**src/rtl/burst_seq_pkg.sv**
```systemverilog
package burst_seq_pkg;
   typedef enum logic [1:0] {
      CMD_IDLE  = 2'b00,
      CMD_READ  = 2'b01,
      CMD_WRITE = 2'b10
   } cmd_e;

   typedef enum logic [2:0] {
      K_DESEL,
      K_BEGIN,
      K_CONT,
      K_HOLD,
      K_NOP
   } kind_e;
endpackage

```
**src/rtl/burst_cmd_decode.sv**
```systemverilog
module burst_cmd_decode
   import burst_seq_pkg::*;
#(
   parameter int NB = 2
) (
   input  logic          clk,
   input  logic          rst_n,
   input  logic          asleep,
   input  logic          recovering,
   input  logic          burst_live,
   input  logic          ads_proc_n,
   input  logic          ads_ctrl_n,
   input  logic          adv_n,
   input  logic          ce1_n,
   input  logic          ce2,
   input  logic          ce3_n,
   input  logic          wr_all_n,
   input  logic          wr_byte_n,
   input  logic [NB-1:0] byte_en_n,
   output kind_e         kind,
   output logic          is_wr,
   output logic          illegal,
   output logic [NB-1:0] lane_mask
);
   logic enabled, p_go, any_lane, wr_want;

   assign enabled  = ce2 && !ce3_n;
   assign p_go     = !ads_proc_n && !ce1_n;
   assign any_lane = |(~byte_en_n);
   assign wr_want  = !wr_all_n || (!wr_byte_n && any_lane);

   for (genvar g = 0; g < NB; g++) begin : g_lane
      assign lane_mask[g] = !wr_all_n || (!wr_byte_n && !byte_en_n[g]);
   end

   always_comb begin
      kind    = K_DESEL;
      is_wr   = 1'b0;
      illegal = 1'b0;
      if (!asleep) begin
         if (p_go) begin
            if (enabled) kind = K_BEGIN;
         end else if (!ads_ctrl_n) begin
            if (!ce1_n && enabled) begin
               kind  = K_BEGIN;
               is_wr = wr_want;
            end
         end else if (burst_live) begin
            kind  = adv_n ? K_HOLD : K_CONT;
            is_wr = wr_want;
         end
         if (recovering && is_wr) begin
            kind    = K_NOP;
            is_wr   = 1'b0;
            illegal = 1'b1;
         end
      end
   end

   // an effective processor strobe never yields a write
   p_proc_read_r4: assert property (@(posedge clk) disable iff (!rst_n)
      (!asleep && p_go) |-> !is_wr);
   // sleeping forces a deselect
   p_sleep_desel_r9: assert property (@(posedge clk) disable iff (!rst_n)
      asleep |-> (kind == K_DESEL));
endmodule

```
**src/rtl/burst_addr_ctr.sv**
```systemverilog
module burst_addr_ctr #(
   parameter int AW = 8
) (
   input  logic          clk,
   input  logic          rst_n,
   input  logic          load,
   input  logic          step,
   input  logic          order_ilv,
   input  logic [AW-1:0] addr_i,
   output logic [AW-1:0] addr_o
);
   localparam int HI = AW - 2;

   logic [AW-1:0] base_q;
   logic [1:0]    k_q;
   logic [1:0]    lo;

   always_ff @(posedge clk) begin
      if (!rst_n) begin
         base_q <= '0;
         k_q    <= 2'd0;
      end else if (load) begin
         base_q <= addr_i;
         k_q    <= 2'd0;
      end else if (step) begin
         k_q    <= k_q + 2'd1;
      end
   end

   assign lo     = order_ilv ? (base_q[1:0] ^ k_q) : (base_q[1:0] + k_q);
   assign addr_o = {base_q[AW-1:2], lo};

   // no load and no step keeps the address (order held fixed)
   p_hold_r7: assert property (@(posedge clk) disable iff (!rst_n)
      (!load && !step) |=> (!$stable(order_ilv) || $stable(addr_o)));
   // stepping never touches the upper bits
   p_upper_r7: assert property (@(posedge clk) disable iff (!rst_n)
      (step && !load) |=> $stable(addr_o[AW-1:2]));
   // a load presents the external address as the first access
   p_load_r3: assert property (@(posedge clk) disable iff (!rst_n)
      load |=> (addr_o == $past(addr_i)));
   // a step always changes the low bits
   p_step_r7: assert property (@(posedge clk) disable iff (!rst_n)
      (step && !load) |=> (!$stable(order_ilv) || (addr_o[1:0] != $past(addr_o[1:0]))));
   initial assert (HI >= 1);
endmodule

```
**src/rtl/burst_sleep_ctl.sv**
```systemverilog
module burst_sleep_ctl #(
   parameter int RECOV_CYC = 3
) (
   input  logic clk,
   input  logic rst_n,
   input  logic sleep_i,
   output logic asleep,
   output logic recovering
);
   localparam int RW = $clog2(RECOV_CYC + 1);

   logic          sz1_q, sz2_q;
   logic [RW-1:0] rec_q;

   always_ff @(posedge clk) begin
      if (!rst_n) begin
         sz1_q <= 1'b0;
         sz2_q <= 1'b0;
         rec_q <= '0;
      end else begin
         sz1_q <= sleep_i;
         sz2_q <= sz1_q;
         if (sz2_q && !sz1_q)      rec_q <= RW'(RECOV_CYC);
         else if (rec_q != '0)     rec_q <= rec_q - RW'(1);
      end
   end

   assign asleep     = sz2_q;
   assign recovering = (rec_q != '0);

   // leaving sleep opens the recovery window at once
   p_wake_recov_r10: assert property (@(posedge clk) disable iff (!rst_n)
      $fell(asleep) |-> recovering);
   // sleep takes hold only after a request was seen
   p_sleep_req_r9: assert property (@(posedge clk) disable iff (!rst_n)
      $rose(asleep) |-> $past(sz1_q));
endmodule

```
**src/rtl/burst_seq.sv**
```systemverilog
module burst_seq
   import burst_seq_pkg::*;
#(
   parameter int AW        = 8,
   parameter int NB        = 2,
   parameter int RECOV_CYC = 3
) (
   input  logic          clk,
   input  logic          rst_n,
   input  logic          sleep_i,
   input  logic          order_ilv,
   input  logic          ads_proc_n,
   input  logic          ads_ctrl_n,
   input  logic          adv_n,
   input  logic          ce1_n,
   input  logic          ce2,
   input  logic          ce3_n,
   input  logic          wr_all_n,
   input  logic          wr_byte_n,
   input  logic [NB-1:0] byte_en_n,
   input  logic [AW-1:0] addr_i,
   output logic [AW-1:0] addr_o,
   output logic [1:0]    cmd_o,
   output logic [NB-1:0] wr_mask_o,
   output logic          active_o,
   output logic          err_o
);
   if (AW < 3) begin : g_bad_aw
      $error("burst_seq: AW must be at least 3");
   end
   if (NB < 1) begin : g_bad_nb
      $error("burst_seq: NB must be at least 1");
   end
   if (RECOV_CYC < 1) begin : g_bad_rec
      $error("burst_seq: RECOV_CYC must be at least 1");
   end

   logic          asleep, recovering, is_wr, illegal;
   kind_e         kind;
   logic [NB-1:0] lane_mask;
   cmd_e          cmd_q;
   logic [NB-1:0] mask_q;
   logic          live_q, err_q;
   logic          moves;

   burst_sleep_ctl #(.RECOV_CYC(RECOV_CYC)) u_sleep (
      .clk(clk), .rst_n(rst_n), .sleep_i(sleep_i),
      .asleep(asleep), .recovering(recovering)
   );

   burst_cmd_decode #(.NB(NB)) u_dec (
      .clk(clk), .rst_n(rst_n), .asleep(asleep), .recovering(recovering),
      .burst_live(live_q), .ads_proc_n(ads_proc_n), .ads_ctrl_n(ads_ctrl_n),
      .adv_n(adv_n), .ce1_n(ce1_n), .ce2(ce2), .ce3_n(ce3_n),
      .wr_all_n(wr_all_n), .wr_byte_n(wr_byte_n), .byte_en_n(byte_en_n),
      .kind(kind), .is_wr(is_wr), .illegal(illegal), .lane_mask(lane_mask)
   );

   burst_addr_ctr #(.AW(AW)) u_ctr (
      .clk(clk), .rst_n(rst_n),
      .load(kind == K_BEGIN), .step(kind == K_CONT),
      .order_ilv(order_ilv), .addr_i(addr_i), .addr_o(addr_o)
   );

   assign moves = (kind == K_BEGIN) || (kind == K_CONT) || (kind == K_HOLD);

   always_ff @(posedge clk) begin
      if (!rst_n) begin
         cmd_q  <= CMD_IDLE;
         mask_q <= '0;
         live_q <= 1'b0;
         err_q  <= 1'b0;
      end else begin
         err_q  <= illegal;
         cmd_q  <= moves ? (is_wr ? CMD_WRITE : CMD_READ) : CMD_IDLE;
         mask_q <= (moves && is_wr) ? lane_mask : '0;
         if (kind == K_BEGIN)      live_q <= 1'b1;
         else if (kind == K_DESEL) live_q <= 1'b0;
      end
   end

   assign cmd_o     = cmd_q;
   assign wr_mask_o = mask_q;
   assign active_o  = live_q;
   assign err_o     = err_q;

   // a sleeping cycle produces an idle command
   p_sleep_idle_r9: assert property (@(posedge clk) disable iff (!rst_n)
      asleep |=> (cmd_o == CMD_IDLE));
   // a refused write is never issued
   p_refused_idle_r10: assert property (@(posedge clk) disable iff (!rst_n)
      err_o |-> (cmd_o == CMD_IDLE));
   // mask bits only accompany a write
   p_mask_write_r5: assert property (@(posedge clk) disable iff (!rst_n)
      (cmd_o != CMD_WRITE) |-> (wr_mask_o == '0));
   // an idle that is not a refusal closes the burst
   p_idle_closes_r8: assert property (@(posedge clk) disable iff (!rst_n)
      (cmd_o == CMD_IDLE && !err_o) |-> !active_o);
endmodule

```
**config.mk**
```make
export PLATFORM = sky130hd
export DESIGN_NAME = burst_seq
export DESIGN_NICKNAME = d
export VERILOG_FILES = /design/src/rtl/burst_seq_pkg.sv /design/src/rtl/burst_cmd_decode.sv /design/src/rtl/burst_addr_ctr.sv /design/src/rtl/burst_sleep_ctl.sv /design/src/rtl/burst_seq.sv
export SDC_FILE = /design/constraint.sdc
export NUM_CORES = 1
export LEC_CHECK = 0
export BUFFER_PORTS_ARGS = -buffer_cell sky130_fd_sc_hd__buf_2
export CORE_MARGIN = 2
export CORE_UTILIZATION = 51
export CTS_BUF_LIST = sky130_fd_sc_hd__clkbuf_4 sky130_fd_sc_hd__clkbuf_8
export DETAILED_ROUTE_END_ITERATION = 8
export HOLD_SLACK_MARGIN = 0.02
export PLACE_DENSITY = 0.81
export SLEW_MARGIN = 15
export SYNTH_ARGS = -nofsm -noshare
export SYNTH_HDL_FRONTEND = slang
export SYNTH_SLANG_ARGS = --single-unit
```
**constraint.sdc**
```tcl
create_clock -name clk -period 1.75 [get_ports clk]
set_input_delay 0 -clock clk [delete_from_list [all_inputs] [get_ports clk]]
set_output_delay 0 -clock clk [all_outputs]
set_load 0.01 [all_outputs]
```
==> results by group, run 1 <==
Status
  • Status: finished, final reports clean

Global route
  • First-pass GRT wire length: 3990 µm
  • Grt met2 use: 37.8%
  • Gr busiest metal: met2
  • Total track usage: 20.5%
  • Number of global-route vias before repair: 943
  • Global route total overflow: 0
  • M1 GR Usage: 23.1%
  • GR Util met3: 2.12%
  • Initial antenna violation count: 0
  • Pin count of the biggest net entering global routing: 22

Worst setup path
  • Setup CP Type: reg -> reg
  • Critical path arrival: 1.80 ns
  • Worst-path fanout max: 8
  • Worst r2r src: u_sleep.rec_q[0]$_SDFFE_PN0P_
  • Worst EP required: 1.99 ns
  • Worst Reg-to-Reg Cells: 6
  • R2R Setup Slk: 0.19 ns
  • Reg-to-reg critical path endpoint: u_ctr.base_q[4]$_SDFFE_PN0P_
  • Worst Setup End Kind: register
  • Crit path launch type: register

Drt
  • Via count: 1004
  • Drt wl/cell: 12.7 µm
  • Vias per cell: 5.46
  • Antenna Violating Nets Remaining: 0
  • DRT iter0 DRCs: 19
  • Wirelength, routed: 2340 µm
  • DRC: 0
  • Initial DRT Pass Iterations: 4

Synthesis
  • Number of synthesis warnings: 0
  • Top_reg_cell synth: dfxtp_1
  • Mapped Cells: 117
  • Yosys cell types: 41
  • Async set-reset flop share out of synthesis: 0%
  • Post-synth EDFFs: 0
  • Syn Nets: 141
  • Avg Cell Area, Syn: 9.21 µm²
  • Synthesized flop and latch total: 20
  • Post-Syn Area: 1080 µm²
  • Share of the yosys chip area belonging to registers: 37.2%

Layout
  • Area delta synth->final: 29.6%
  • Proportion of layout cells with a drive suffix above 1: 33.8%
  • N_diodes: 0
  • Commonest non-fill, non-tap cells in the layout: 35 x buf_2, 22 x nand2_1, 19 x dfxtp_1
  • Design area: 1400 µm²
  • Fin nets: 182
  • Most common cell after layout, fill and taps aside: buf_2

Pwr
  • Clk pwr share: 33.2%
  • Comb power frac: 23.7%
  • Net Sw Power: 319 µW
  • Sw frac: 27.6%
  • Register share of total power: 43.1%
  • Peak supply drop: 640 µV
  • Internal power: 839 µW
  • Leakage: 0.000575 µW
  • Pwr per Cell Area: 829 nW/µm²

Placed design
  • DPL Wire Length: 1560 µm
  • Number of buffers added on ports: 35
  • Final Wtd Congestion: 0.914
  • Placed Area: 1230 µm²

Floorplan
  • Core Area: 1980 µm²
  • Die area: 2500 µm²
  • FP Rows: 16
  • Chip Height: 50.0 µm
  • DIE WIDTH: 50.0 µm
  • Starting Density: 54.4%
  • I/O Pins: 36

Hold path
  • Tightest Hold Check Type: in -> reg
  • HP Start: wr_byte_n
  • Hold endpoint: wr_mask_o[1]$_SDFF_PN0_
  • Hold Path Depth: 4

Timing
  • Final Hold Fails: 0
  • Worst Max-Slew Pin Slew: 0.532 ns
  • Setup TNS: 0 ns
  • Fmax: 640 MHz
  • Fin. max-slew vios: 0
  • Period minus WS final: 1.56 ns
  • Max-Slew Margin vs Limit: 63.6%
  • Final setup viols: 0
  • Worst Skew: 0.00988 ns
  • RSZ-0062 raised after global routing: false
  • Final Cycle Share: 89.3%

Clock tree
  • CTS root buf: clkbuf_4
  • Clk pin slew, worst setup/hold paths: 0.12 ns
  • Worst skew pair latency: 0.31 ns
  • CTS tree: yes
  • H-tree level count: 1
  • CTS sink count: 20
  • Clk buf depth: 2
  • Total CTS buffers: 3

Flow run
  • Max cap viols: 0
[final cells by class]
cell class | instances | area [µm²]
Fill cell | 162 | 586
Clock inverter | 1 | 30.0
Sequential cell | 20 | 402
Inverter | 6 | 22.5
Multi-Input combinational cell | 81 | 603
Tap cell | 27 | 33.8
Clock buffer | 3 | 22.5
Timing Repair Buffer | 46 | 283
[state kept, by name, indices dropped and copies added, names as in the netlist]
| signal | flops |
|---|---|
| u_ctr.k_q | 2 |
| err_o | 1 |
| u_ctr.base_q | 8 |
| active_o | 1 |
| u_sleep.asleep | 1 |
| u_sleep.sz1_q | 1 |
| cmd_o | 2 |
| u_sleep.rec_q | 2 |
| wr_mask_o | 2 |
[how the worst max path moves through the flow]
stage	from	end	slack [ns]	cells past startpoint
3_5_place_dp	active_o$_SDFFE_PN0P_	wr_mask_o[1]$_SDFF_PN0_	0.11	4
5_1_grt	active_o$_SDFFE_PN0P_	wr_mask_o[0]$_SDFF_PN0_	0.04	4
3_3_place_gp	active_o$_SDFFE_PN0P_	wr_mask_o[0]$_SDFF_PN0_	0.17	4
4_1_cts	active_o$_SDFFE_PN0P_	wr_mask_o[1]$_SDFF_PN0_	0.08	4
6_report	u_sleep.rec_q[0]$_SDFFE_PN0P_	u_ctr.base_q[4]$_SDFFE_PN0P_	0.19	6
2_1_floorplan	u_sleep.rec_q[0]$_SDFFE_PN0P_	u_ctr.base_q[0]$_SDFFE_PN0P_	0.12	5
[power by group through the flow]
stage | Clock [µW] | Sequential (µW) | Combinational, µW
floorplan | 0 | 505 | 183
global placement | 0 | 507 | 232
detailed placement | 0 | 509 | 248
CTS | 393 | 499 | 268
global route | 414 | 503 | 304
finish | 385 | 499 | 274
[routing by layer]
metal,vias to the layer above,part of all wire [%]
met3,7,5.2
met2,40,50
met5,-,0
li1,498,-
met1,459,42
met4,0,2.3
[worst max-delay path: stages (launching register included)]
cell	delay (ns)
dfxtp_1	0.34
inv_1	0.06
ha_2	0.25
a21oi_4	0.07
a2111oi_4	0.34
buf_4	0.24
mux2i_1	0.20
[kinds of logic (layout without fill, tap and decap cells)]
family,count (synthesis),count (layout),share of synthesized area [%]
buffers and inverters,16,56,7.78
adder cells (fa/ha/maj),2,2,2.32
XOR/XNOR,3,3,2.44
AO/OA/AOI/OAI,27,27,24.0
flip-flops,20,20,37.2
AND/OR/NAND/NOR,40,40,17.8
multiplexers,9,9,8.48
[stage by stage]
stage	util (%)	worst slack (ns)	hold WS, ns	total power (µW)	cells
final	70.5	0.187	0.0288	1160	184
after global routing	70.5	0.0375	0.0563	1220	184
after CTS	69.9	0.0774	0.0270	1160	184
after detailed placement	62.2	0.115	0.212	757	170
after global placement	62.2	0.167	0.209	740	170
after floorplan	-	0.119	0.127	689	117
[cell usage after synthesis (2+ instances only)]
library cell | number | area [µm²]
nand2_1 | 22 | 82.6
dfxtp_1 | 20 | 400
mux2i_1 | 8 | 80.1
buf_4 | 6 | 45.0
nor2_1 | 6 | 22.5
inv_1 | 5 | 18.8
a211oi_1 | 3 | 22.5
a21oi_1 | 3 | 15.0
and2_1 | 3 | 18.8
clkbuf_1 | 3 | 11.3
a2111oi_2 | 2 | 30.0
ha_1 | 2 | 25.0
nand2b_1 | 2 | 12.5
nor3_1 | 2 | 10.0
nor4_1 | 2 | 12.5
o22ai_1 | 2 | 12.5
xnor2_1 | 2 | 17.5
[what timing repair did]
| item | 4_1_cts | 5_1_grt |
|---|---|---|
| setup buffers | 0 | 0 |
| hold buffers | 10 | 0 |
| resized for setup | 0 | 3 |
| endpoints found under the setup margin | 0 | 2 |
| endpoints found under the hold margin | 10 | 0 |
(Power assumes the default switching activity.)
==> inputs of run 2 (changes only) <==
- SETUP_SLACK_MARGIN: default -> 0.3
==> run 2 against run 1 <==
Power shrank 2.2%; maximum frequency increased by 8.5%; clock power down 26%; register-to-register slack improved by 0.12 ns; combinational power is 26% higher; global-route usage is 4.1 points higher; design area up 9.8%; setup slack better by 0.12 ns; critical path type unchanged; critical endpoint is now wr_mask_o[1]$_SDFF_PN0_.
==> results by group, run 2 (synthesis results as in run 1) <==
Worst setup path
  • Crit path launch type: register
  • Worst path cell trace: o211a_4 > buf_6 > nand2b_1 > a21o_2 > a2111oi_4
  • Worst r2r src: active_o$_SDFFE_PN0P_
  • CP bufs+invs: 1 (-1)
  • Slowest-stage cell, CP: dfxtp_4
  • Largest stage delay on the critical path: 0.38 ns (+0.04 ns)
  • Critical path arrival: 1.66 ns (-0.14 ns)
  • Worst EP required: 1.97 ns (-0.02 ns)
  • Reg-to-reg critical path endpoint: wr_mask_o[1]$_SDFF_PN0_
  • Worst Reg-to-Reg Cells: 5 (-1)
  • Worst Setup End Kind: register
  • Worst-path fanout max: 4 (-4)
  • Largest delay share family, worst path: compound AO/OA/AOI/OAI gates
  • R2R Setup Slk: 0.31 ns (+0.12 ns)
  • Setup CP Type: reg -> reg

Pwr
  • Peak supply drop: 728 µV (+14%)
  • Pwr per Cell Area: 739 nW/µm² (-11%)
  • Leakage: 0.000628 µW (+9.1%)

Timing
  • Setup TNS: 0 ns (unchanged)
  • Final Hold Fails: 0 (unchanged)
  • Fmax: 694 MHz (+8.5%)
  • Worst Skew: 0.00522 ns (-0.00466 ns)
  • Hold Slack: 0.0784 ns (+0.0497 ns)
  • RSZ-0062 raised after global routing: true
  • Worst Max-Slew Pin Slew: 0.439 ns (-0.0930 ns)
  • Fin. max-slew vios: 0 (unchanged)
  • Final setup viols: 0 (unchanged)
  • Period minus WS final: 1.44 ns (-0.122 ns)
  • Final Cycle Share: 82.3% (-7.0 points)
  • Max-Slew Margin vs Limit: 70.8% (+7.1 points)

Layout
  • Number of flip-flops in the largest register: 8 (unchanged)
  • Proportion of layout cells with a drive suffix above 1: 44.5% (+11 points)
  • N_diodes: 0 (unchanged)
  • Most common cell after layout, fill and taps aside: buf_2
  • Fin nets: 189 (+3.8%)
  • Area delta synth->final: 42.3%
  • Commonest non-fill, non-tap cells in the layout: 35 x buf_2, 20 x nand2_1, 17 x dfxtp_1
  • Largest Register: u_ctr.base_q

Clock tree
  • CTS sink count: 20 (unchanged)
  • H-tree level count: 1 (unchanged)
  • Clk buf depth: 2 (unchanged)
  • CTS tree: yes
  • Clk pin slew, worst setup/hold paths: 0.12 ns (about the same)
  • Total CTS buffers: 3 (unchanged)
  • CTS root buf: clkbuf_4
  • Worst skew pair latency: 0.31 ns (about the same)

Drt
  • DRT iter0 DRCs: 10 (-9)
  • Initial DRT Pass Iterations: 4 (unchanged)
  • Via count: 1051 (+4.7%)
  • Drt wl/cell: 14.6 µm (+15%)
  • Vias per cell: 5.50 (+0.84%)
  • Wirelength, routed: 2800 µm (+19%)
  • Antenna Violating Nets Remaining: 0 (unchanged)
  • DRC: 0 (unchanged)

Floorplan
  • I/O Pins: 36 (unchanged)
  • Chip Height: 50.0 µm (unchanged)
  • FP Rows: 16 (unchanged)
  • Starting Density: 54.4% (unchanged)
  • DIE WIDTH: 50.0 µm (unchanged)
  • Core Area: 1980 µm² (unchanged)
  • Die area: 2500 µm² (unchanged)

Flow run
  • Max cap viols: 0 (unchanged)

Global route
  • First-pass GRT wire length: 4550 µm (+14%)
  • Initial antenna violation count: 0 (unchanged)
  • Number of global-route vias before repair: 1089 (+15%)
  • Total track usage: 24.6% (+4.1 points)
  • Global route total overflow: 0 (unchanged)
  • Pin count of the biggest net entering global routing: 22 (unchanged)

Hold path
  • HP Start: byte_en_n[0]
  • Hold Path Depth: 4 (unchanged)
  • Tightest Hold Check Type: in -> reg
  • Hold endpoint: wr_mask_o[0]$_SDFF_PN0_

Placed design
  • DPL Wire Length: 1630 µm (+4.8%)
  • Number of buffers added on ports: 35 (unchanged)
  • Final Wtd Congestion: 0.863 (-5.6%)

Status
  • Status: finished, final reports clean
-- run 2: changes by cell type in the layout (fill, tap and decap cells not counted), sizes merged --
cell	change
dlygate4sd3	-1
clkbuf	+1
buf	+8
bufinv	-1
-- run 2: cell type report --
class / count / area (µm²)
Clock buffer: 4 / 36.3
Tap cell: 27 / 33.8
Multi-Input combinational cell: 81 / 686
Timing Repair Buffer: 53 / 348
Inverter: 6 / 22.5
Sequential cell: 20 / 407
Fill cell: 128 / 449
-- run 2: power by group --
group          switching [µW]  internal, µW
Clock                     156           127
Combinational             181           163
Sequential               20.2           485
-- run 2: worst max path at each step --
stage                                        startpoint                      endpoint  depth (start not counted)
after detailed placement  u_sleep.rec_q[1]$_SDFFE_PN0P_  u_ctr.base_q[7]$_SDFFE_PN0P_                          5
after global routing      u_sleep.rec_q[0]$_SDFFE_PN0P_       wr_mask_o[1]$_SDFF_PN0_                          6
after global placement    u_sleep.rec_q[1]$_SDFFE_PN0P_  u_ctr.base_q[7]$_SDFFE_PN0P_                          5
after CTS                         active_o$_SDFFE_PN0P_  u_ctr.base_q[1]$_SDFFE_PN0P_                          6
final                             active_o$_SDFFE_PN0P_       wr_mask_o[1]$_SDFF_PN0_                          5
after floorplan           u_sleep.rec_q[1]$_SDFFE_PN0P_  u_ctr.base_q[0]$_SDFFE_PN0P_                          5
-- run 2: worst min-delay path, cell delays in order --
cell and delay (ns):
buf_2 0.09, nor2_1 0.04, nor2_1 0.16, a2111oi_4 0.07
-- run 2: what timing repair did --
| action | in CTS | in global routing |
|---|---|---|
| hold endpoints to repair | 9 | 0 |
| resized for setup | 7 | 12 |
| pin swaps | 4 | 6 |
| setup buffers | 8 | 1 |
| endpoints found under the setup margin | 10 | 12 |
| hold buffers | 9 | 0 |
| gates cloned | 0 | 0 |
-- run 2: stage by stage --
stage	total power [µW]	worst slack, ns	cell area (µm²)	std cells	util, %
after floorplan	722	0.285	1100	117	-
after global placement	772	0.193	1250	169	63.1
after detailed placement	783	0.111	1250	169	63.1
after CTS	1100	0.292	1480	190	74.5
after global routing	1190	0.230	1530	191	77.3
final	1130	0.309	1530	191	77.3
-- run 2: metal layers --
metal  vias to the layer above  share of wire, %  track usage (%)
met5                         -                 0                0
met4                         0               3.4             17.6
met3                         8               5.1             3.64
met2                        41                54             46.7
met1                       493                38             23.6
li1                        509                 -                -
